--- src/rtl/pdsq_pkg.sv ---
package pdsq_pkg;

  // Sequence phases: idle, three packet sends and two timed holds.
  typedef enum logic [2:0] {
    S_IDLE  = 3'd0,
    S_OFF1  = 3'd1,
    S_HOLD1 = 3'd2,
    S_ON2   = 3'd3,
    S_HOLD2 = 3'd4,
    S_OFF3  = 3'd5
  } seq_state_t;

endpackage

--- src/rtl/pdsq_time_sum.sv ---
// Adds up the entries of one settings table whose used bit is set.
module pdsq_time_sum #(
  parameter int N     = 4,
  parameter int W     = 8,
  parameter int SUM_W = 11
) (
  input  logic [N*W-1:0] times_i,
  input  logic [N-1:0]   used_i,
  output logic [SUM_W-1:0] sum_o
);

  logic [SUM_W-1:0] part [N+1];

  assign part[0] = '0;

  for (genvar g = 0; g < N; g++) begin : g_acc
    logic [SUM_W-1:0] term;
    assign term       = used_i[g] ? SUM_W'(times_i[g*W +: W]) : '0;
    assign part[g+1]  = part[g] + term;
  end

  assign sum_o = part[N];

endmodule

--- src/rtl/pdsq_window_calc.sv ---
// Derives the first-gap minimum and the warm-up ceiling.
module pdsq_window_calc #(
  parameter int SUM_W   = 11,
  parameter int CNT_W   = 12,
  parameter int MIN_GAP = 2
) (
  input  logic [SUM_W-1:0] shut_sum_i,
  input  logic [SUM_W-1:0] warm_sum_i,
  output logic [CNT_W-1:0] min1_o,
  output logic [CNT_W-1:0] wmax_o
);

  localparam logic [CNT_W-1:0] GAP = CNT_W'(MIN_GAP);

  logic [CNT_W-1:0] shut_ext;
  logic [CNT_W-1:0] warm_ext;

  assign shut_ext = CNT_W'(shut_sum_i);
  assign warm_ext = CNT_W'(warm_sum_i);

  always_comb begin
    min1_o = (shut_ext < GAP) ? GAP : shut_ext;
    wmax_o = (warm_ext > GAP) ? (warm_ext - GAP) : '0;
  end

endmodule

--- src/rtl/pdsq_gap_timer.sv ---
// Saturating tick counter, zeroed at the edge of a packet completion.
module pdsq_gap_timer #(
  parameter int CNT_W = 12
) (
  input  logic             clk,
  input  logic             rst,
  input  logic             clr_i,
  input  logic             tick_i,
  output logic [CNT_W-1:0] cnt_o
);

  always_ff @(posedge clk) begin
    if (rst) begin
      cnt_o <= '0;
    end else if (clr_i) begin
      cnt_o <= '0;
    end else if (tick_i && (cnt_o != '1)) begin
      cnt_o <= cnt_o + 1'b1;
    end
  end

  // the gap count starts from zero after a completion edge
  a_r3_clear_to_zero: assert property (@(posedge clk) disable iff (rst)
    clr_i |=> (cnt_o == '0));

  // with no tick and no clear the count does not move
  a_r5_count_holds: assert property (@(posedge clk) disable iff (rst)
    (!clr_i && !tick_i) |=> $stable(cnt_o));

endmodule

--- src/rtl/pdsq_seq_fsm.sv ---
module pdsq_seq_fsm
  import pdsq_pkg::*;
#(
  parameter int CNT_W   = 12,
  parameter int MIN_GAP = 2
) (
  input  logic             clk,
  input  logic             rst,
  input  logic             start_i,
  input  logic             tick_i,
  input  logic             done_i,
  input  logic [CNT_W-1:0] min1_i,
  input  logic [CNT_W-1:0] wmax_i,
  input  logic [CNT_W-1:0] cnt_i,
  output logic             timer_clr_o,
  output logic             pkt_req_o,
  output logic             pkt_on_o,
  output logic             busy_o,
  output logic             seq_done_o,
  output logic             seq_err_o
);

  localparam logic [CNT_W-1:0] GAP = CNT_W'(MIN_GAP);

  seq_state_t       st_q, st_d;
  logic [CNT_W-1:0] min1_q, wmax_q;
  logic             ok_d, err_d, wmax_hit;

  assign wmax_hit = tick_i && (cnt_i >= wmax_q);

  always_comb begin
    st_d        = st_q;
    ok_d        = 1'b0;
    err_d       = 1'b0;
    timer_clr_o = 1'b0;
    case (st_q)
      S_IDLE:  if (start_i) st_d = S_OFF1;
      S_OFF1:  if (done_i) begin
                 st_d        = S_HOLD1;
                 timer_clr_o = 1'b1;
               end
      S_HOLD1: if (cnt_i >= min1_q) st_d = S_ON2;
      S_ON2:   if (done_i) begin
                 st_d        = S_HOLD2;
                 timer_clr_o = 1'b1;
               end
      S_HOLD2: if (wmax_hit) begin
                 st_d  = S_IDLE;
                 err_d = 1'b1;
               end else if (cnt_i >= GAP) begin
                 st_d = S_OFF3;
               end
      S_OFF3:  if (done_i) begin
                 st_d = S_IDLE;
                 ok_d = 1'b1;
               end else if (wmax_hit) begin
                 st_d  = S_IDLE;
                 err_d = 1'b1;
               end
      default: st_d = S_IDLE;
    endcase
  end

  always_ff @(posedge clk) begin
    if (rst) begin
      st_q       <= S_IDLE;
      min1_q     <= '0;
      wmax_q     <= '0;
      pkt_req_o  <= 1'b0;
      pkt_on_o   <= 1'b0;
      busy_o     <= 1'b0;
      seq_done_o <= 1'b0;
      seq_err_o  <= 1'b0;
    end else begin
      st_q <= st_d;
      if ((st_q == S_IDLE) && start_i) begin
        min1_q <= min1_i;
        wmax_q <= wmax_i;
      end
      pkt_req_o  <= (st_d == S_OFF1) || (st_d == S_ON2) || (st_d == S_OFF3);
      pkt_on_o   <= (st_d == S_ON2);
      busy_o     <= (st_d != S_IDLE);
      seq_done_o <= ok_d;
      seq_err_o  <= err_d;
    end
  end

  // a new sequence always opens with an off packet
  a_r1_first_is_off: assert property (@(posedge clk) disable iff (rst)
    $rose(busy_o) |-> (pkt_req_o && !pkt_on_o));

  // a request only falls after a completion, or on an abort
  a_r2_drop_needs_done: assert property (@(posedge clk) disable iff (rst)
    ($past(pkt_req_o) && !$past(done_i) && !pkt_req_o) |-> seq_err_o);

  // success only follows completion of an off packet
  a_r6_done_after_off: assert property (@(posedge clk) disable iff (rst)
    seq_done_o |-> ($past(pkt_req_o) && !$past(pkt_on_o) && $past(done_i)));

  // an abort is caused by a tick without a completion
  a_r7_err_on_tick: assert property (@(posedge clk) disable iff (rst)
    seq_err_o |-> ($past(tick_i) && !$past(done_i)));

  // success and error never coincide
  a_r7_exclusive: assert property (@(posedge clk) disable iff (rst)
    !(seq_done_o && seq_err_o));

  // a start request while busy does not end the sequence
  a_r8_start_ignored: assert property (@(posedge clk) disable iff (rst)
    (busy_o && start_i && !done_i && !tick_i) |=> busy_o);

endmodule

--- src/rtl/pdsq_shutdown_seq.sv ---
module pdsq_shutdown_seq #(
  parameter int N_SHUT  = 4,
  parameter int N_WARM  = 4,
  parameter int TIME_W  = 8,
  parameter int MIN_GAP = 2
) (
  input  logic                     clk,
  input  logic                     rst,
  input  logic                     seq_start_i,
  input  logic                     ms_tick_i,
  input  logic [N_SHUT*TIME_W-1:0] shut_times_i,
  input  logic [N_SHUT-1:0]        shut_used_i,
  input  logic [N_WARM*TIME_W-1:0] warm_times_i,
  input  logic [N_WARM-1:0]        warm_used_i,
  input  logic                     pkt_done_i,
  output logic                     pkt_req_o,
  output logic                     pkt_on_o,
  output logic                     busy_o,
  output logic                     seq_done_o,
  output logic                     seq_err_o
);

  localparam int MAX_N = (N_SHUT > N_WARM) ? N_SHUT : N_WARM;
  localparam int SUM_W = TIME_W + $clog2(MAX_N + 1);
  localparam int CNT_W = SUM_W + 1;

  logic [SUM_W-1:0] shut_sum, warm_sum;
  logic [CNT_W-1:0] min1, wmax, gap_cnt;
  logic             timer_clr;

  pdsq_time_sum #(.N(N_SHUT), .W(TIME_W), .SUM_W(SUM_W)) u_shut_sum (
    .times_i (shut_times_i),
    .used_i  (shut_used_i),
    .sum_o   (shut_sum)
  );

  pdsq_time_sum #(.N(N_WARM), .W(TIME_W), .SUM_W(SUM_W)) u_warm_sum (
    .times_i (warm_times_i),
    .used_i  (warm_used_i),
    .sum_o   (warm_sum)
  );

  pdsq_window_calc #(.SUM_W(SUM_W), .CNT_W(CNT_W), .MIN_GAP(MIN_GAP)) u_win (
    .shut_sum_i (shut_sum),
    .warm_sum_i (warm_sum),
    .min1_o     (min1),
    .wmax_o     (wmax)
  );

  pdsq_gap_timer #(.CNT_W(CNT_W)) u_timer (
    .clk    (clk),
    .rst    (rst),
    .clr_i  (timer_clr),
    .tick_i (ms_tick_i),
    .cnt_o  (gap_cnt)
  );

  pdsq_seq_fsm #(.CNT_W(CNT_W), .MIN_GAP(MIN_GAP)) u_fsm (
    .clk         (clk),
    .rst         (rst),
    .start_i     (seq_start_i),
    .tick_i      (ms_tick_i),
    .done_i      (pkt_done_i),
    .min1_i      (min1),
    .wmax_i      (wmax),
    .cnt_i       (gap_cnt),
    .timer_clr_o (timer_clr),
    .pkt_req_o   (pkt_req_o),
    .pkt_on_o    (pkt_on_o),
    .busy_o      (busy_o),
    .seq_done_o  (seq_done_o),
    .seq_err_o   (seq_err_o)
  );

endmodule

--- config.mk ---
export PLATFORM = sky130hd
export DESIGN_NAME = pdsq_shutdown_seq
export DESIGN_NICKNAME = d
export VERILOG_FILES = /design/src/rtl/pdsq_pkg.sv /design/src/rtl/pdsq_time_sum.sv /design/src/rtl/pdsq_window_calc.sv /design/src/rtl/pdsq_gap_timer.sv /design/src/rtl/pdsq_seq_fsm.sv /design/src/rtl/pdsq_shutdown_seq.sv
export SDC_FILE = /design/constraint.sdc
export NUM_CORES = 1
export LEC_CHECK = 0
export ABC_AREA = 1
export BUFFER_PORTS_ARGS = -buffer_cell sky130_fd_sc_hd__buf_2
export CORE_UTILIZATION = 35
export CTS_CLUSTER_DIAMETER = 80
export DETAILED_ROUTE_END_ITERATION = 6
export GPL_TIMING_DRIVEN = 0
export SLEW_MARGIN = 30
export SYNTH_ARGS = -nofsm -noshare
export SYNTH_HDL_FRONTEND = slang
export SYNTH_HIERARCHICAL = 1
export SYNTH_SLANG_ARGS = --single-unit
--- constraint.sdc ---
create_clock -name clk -period 11.5 [get_ports clk]
set_input_delay 1.725 -clock clk [delete_from_list [all_inputs] [get_ports clk]]
set_output_delay 1.725 -clock clk [all_outputs]
set_load 0.05 [all_outputs]
==> metrics.md <==
| Metric | Value |
|---|---|
| Fraction of layout cells with a size suffix above 1 | `0.160` |
| Post-DP Area | `5520 um2` |
| Hold/Removal Path Class | `reg -> reg` |
| DPL Wire Length | `8130 um` |
| Post-DRT Antenna Nets | `0` |
| Slowest stage cell, crit path | `fa_1` |
| Initial antenna violation count | `0` |
| Count of nets after finishing | `990` |
| Data required time of the critical path | `11.67 ns` |
| Final non-filler cell total | `1018` |
| Tmin final | `4.92 ns` |
| Crit path to | `u_fsm/wmax_q[4]$_SDFFE_PP0P_` |
| Post-route setup slack | `6.58 ns` |
| Hold_ws | `0.461 ns` |
| GPL Wtd Cong | `0.846` |
| Number of global-route vias before repair | `4070` |
| Run status | `complete, no violations` |
| DR WL/cell | `9.53 um` |
| GRT overflow | `0` |
| I/O Pins | `82` |
| Fin util | `0.411` |
| Drt drc | `0` |
| Clock sink count | `44` |
| Final period utilization | `0.428` |
| DR vias | `4428` |
| Die footprint | `14600 um2` |
| Tot Pwr | `654 uW` |
| Cells after Synth | `757` |
| Setup crit end kind | `register` |
| Fmax | `203 MHz` |
| Number of cells on the critical path | `21` |
| Post-Route WL | `9710 um` |
| Fraction of registers with async set/reset | `0` |
| Cell taking the most area after synthesis | `dfxtp_1` |
| Reg2Reg Launch Point | `u_timer/cnt_o[9]$_SDFFE_PP0P_` |
| Die width | `121 um` |
| Maximum vdd drop | `0.0495 mV` |
| Core footprint | `13800 um2` |
| DR vias/cell | `4.35` |
| DR pass1 iterations | `6` |
| IO Port Bufs | `73` |
| Worst Hold Depth | `2` |
| Cell family with most CP delay | `adder cells` |
| Final hold vios | `0` |
| Initial cell density of the core | `0.357` |
| CTS buffer count | `5` |
| Clock Path Buffers | `2` |
| H-tree depth | `2` |
| Syn_nets | `910` |
| Netlist cell types | `42` |
| Post-synth top flop | `dfxtp_1` |
| Sequential area share after synthesis | `0.179` |
| CP peak stage delay | `0.49 ns` |
| Crit-path cells | `clkbuf_1 -> nand2_1 -> inv_1 -> fa_1 -> fa_1 -> ha_1 -> fa_1 -> nand2_1 -> nand2_1 -> nand3b_4 -> nand2_2 -> nand2_1 -> nand2_1 -> inv_1 -> nand2_1 -> nor2_2 -> nand3_4 -> inv_6 -> nor2_2 -> o21ai_0 -> a21oi_1` |
| Clock Latency Late Sink | `0.28 ns` |
| Pwr/cell area | `115 nW/um2` |
| Crit-path max FO | `8` |
| Global-route wire length before repair | `17500 um` |
| Largest cells by area after synthesis | `dfxtp_1, nand2_1, inv_1, fa_1, ha_1` |
| Worst path bufs/invs | `4` |
| Number of enable flip-flop cells after synthesis | `0` |
| CTS tree | `done` |
| Die Y | `121 um` |
| Crit start category | `input port` |
| Area growth, synth to finish | `15.1%` |
| Slew @ Worst Pin | `0.551 ns` |
| Worst setup path class | `in -> reg` |
| Max Cap Violations | `0` |
| Yosys warnings | `6` |
| Area of the mapped netlist | `4930 um2` |
| Fin area | `5680 um2` |
| Cell Count Post-Placement | `1010` |
| R2r worst-path depth | `12` |
| Clock Pin Slew Worst Setup and Hold Paths | `0.06 ns` |
| Worst slew margin | `0.630` |
| FP Rows | `43` |
| DR iter-0 viols | `203` |
| Hold_buf cts | `0` |
| Final setup viols | `0` |
| RR Endpoint | `u_fsm/busy_o$_SDFF_PP0_` |
| Synthesized flop and latch total | `44` |
| Dpl ws | `6.27 ns` |
| Diodes inserted | `0` |
| Clock skew | `0.00402 ns` |
| Count of final max-slew check failures | `0` |
| Setup_tns | `0 ns` |
| R2R setup slack | `9.68 ns` |
| Unrepaired setup endpoints after global routing | `no` |
| P_leak | `3.27 nW` |
| Setup Buffers After CTS | `0` |
| Data arrival, critical path | `5.09 ns` |
| Crit path from | `warm_used_i[1]` |
| Post-synth top area share | `0.179` |
| Syn avg cell area | `6.52 um2` |
| Pin count of the biggest net entering global routing | `15` |
| Root buf cell | `clkbuf_16` |
| CP most frequent cell | `nand2_1` |
| Cts repair resizes | `0` |
| GR Util All Layers | `0.145` |
==> cells in the mapped netlist, types with 3 or more instances <==
master and n:
a21oi_1 46, buf_4 3, buf_6 5, clkbuf_1 19
conb_1 3, dfxtp_1 44, fa_1 32, ha_1 44
inv_1 172, inv_2 7, nand2_1 192, nand2_2 7
nand3_1 29, nand3_2 3, nand3b_1 5, nand4_1 3
nor2_1 62, nor2_2 11, nor2_4 3, nor3_1 6
nor4_1 4, o21ai_0 13, o21ai_1 14, xnor2_1 4
xor2_1 4
==> flip-flops by register name, summed over array words and instances, names as in the netlist, 3 cells and up <==
name,flops
u_timer/cnt_o,12
u_fsm/min1_q,12
u_fsm/st_q,3
u_fsm/wmax_q,12
==> power breakdown <==
group	internal, mW	switching (mW)
clock network	0.0864	0.0598
logic	0.133	0.201
registers	0.167	0.00563
==> worst register-to-register path, delay by kind of cell (launching register included) <==
kind / cells / cell delay [ns]
DFF: 1 / 0.42
and+or+nand+nor: 11 / 0.94
adders and majority gates: 1 / 0.36
==> placed cells by master, fill, tap and decap left out, drive strengths merged <==
cell type  instances
nand3b             6
xnor2              4
xor2               4
conb               3
inv              181
and2               1
or2                4
nor3               7
o21ai             29
a21oi             46
dfxtp             44
buf               83
clkbuf            25
nand3             34
fa                32
clkinv             1
ha                44
nor2              76
nor3b              1
nor4               5
a21o               1
nand4              3
clkinvlp           2
nand2            199
a21boi             1
o21bai             2
==> logic make-up after synthesis <==
family / Yosys count / synth area share
AND/OR/NAND/NOR: 336 / 0.307
flip-flops: 44 / 0.179
AO/OA/AOI/OAI: 79 / 0.0837
other: 3 / 0.00228
adder cells (fa/ha/maj): 76 / 0.241
XOR/XNOR: 8 / 0.0142
buffers and inverters: 211 / 0.172
==> worst min path at each step <==
| stage | startpoint | end |
|---|---|---|
| 2_1_floorplan | u_fsm/min1_q[7]$_SDFFE_PP0P_ | u_fsm/min1_q[7]$_SDFFE_PP0P_ |
| 3_3_place_gp | u_fsm/wmax_q[3]$_SDFFE_PP0P_ | u_fsm/wmax_q[3]$_SDFFE_PP0P_ |
| 3_5_place_dp | u_fsm/wmax_q[8]$_SDFFE_PP0P_ | u_fsm/wmax_q[8]$_SDFFE_PP0P_ |
| 4_1_cts | u_fsm/wmax_q[8]$_SDFFE_PP0P_ | u_fsm/wmax_q[8]$_SDFFE_PP0P_ |
| 5_1_grt | u_fsm/min1_q[5]$_SDFFE_PP0P_ | u_fsm/min1_q[5]$_SDFFE_PP0P_ |
| 6_report | u_fsm/wmax_q[8]$_SDFFE_PP0P_ | u_fsm/wmax_q[8]$_SDFFE_PP0P_ |
==> routing by layer <==
metal / track usage / share of wire / vias to the layer above
met4: 0.0293 / 0.0066 / 0
met5: 0 / 0 / -
met1: 0.192 / 0.50 / 1949
met3: 0.0193 / 0.031 / 4
li1: - / - / 2422
met2: 0.250 / 0.46 / 53
==> final cells by class <==
cell class,count,area [um2]
fillers,1504,8150
multi-input cells,502,3200
flip-flops and latches,44,881
inverters,182,691
repair buffers,73,365
well taps,180,225
plain buffers,29,160
clock buffers,6,139
clock inverters,2,15.0
No activity file was read; power rests on OpenSTA's default activity.
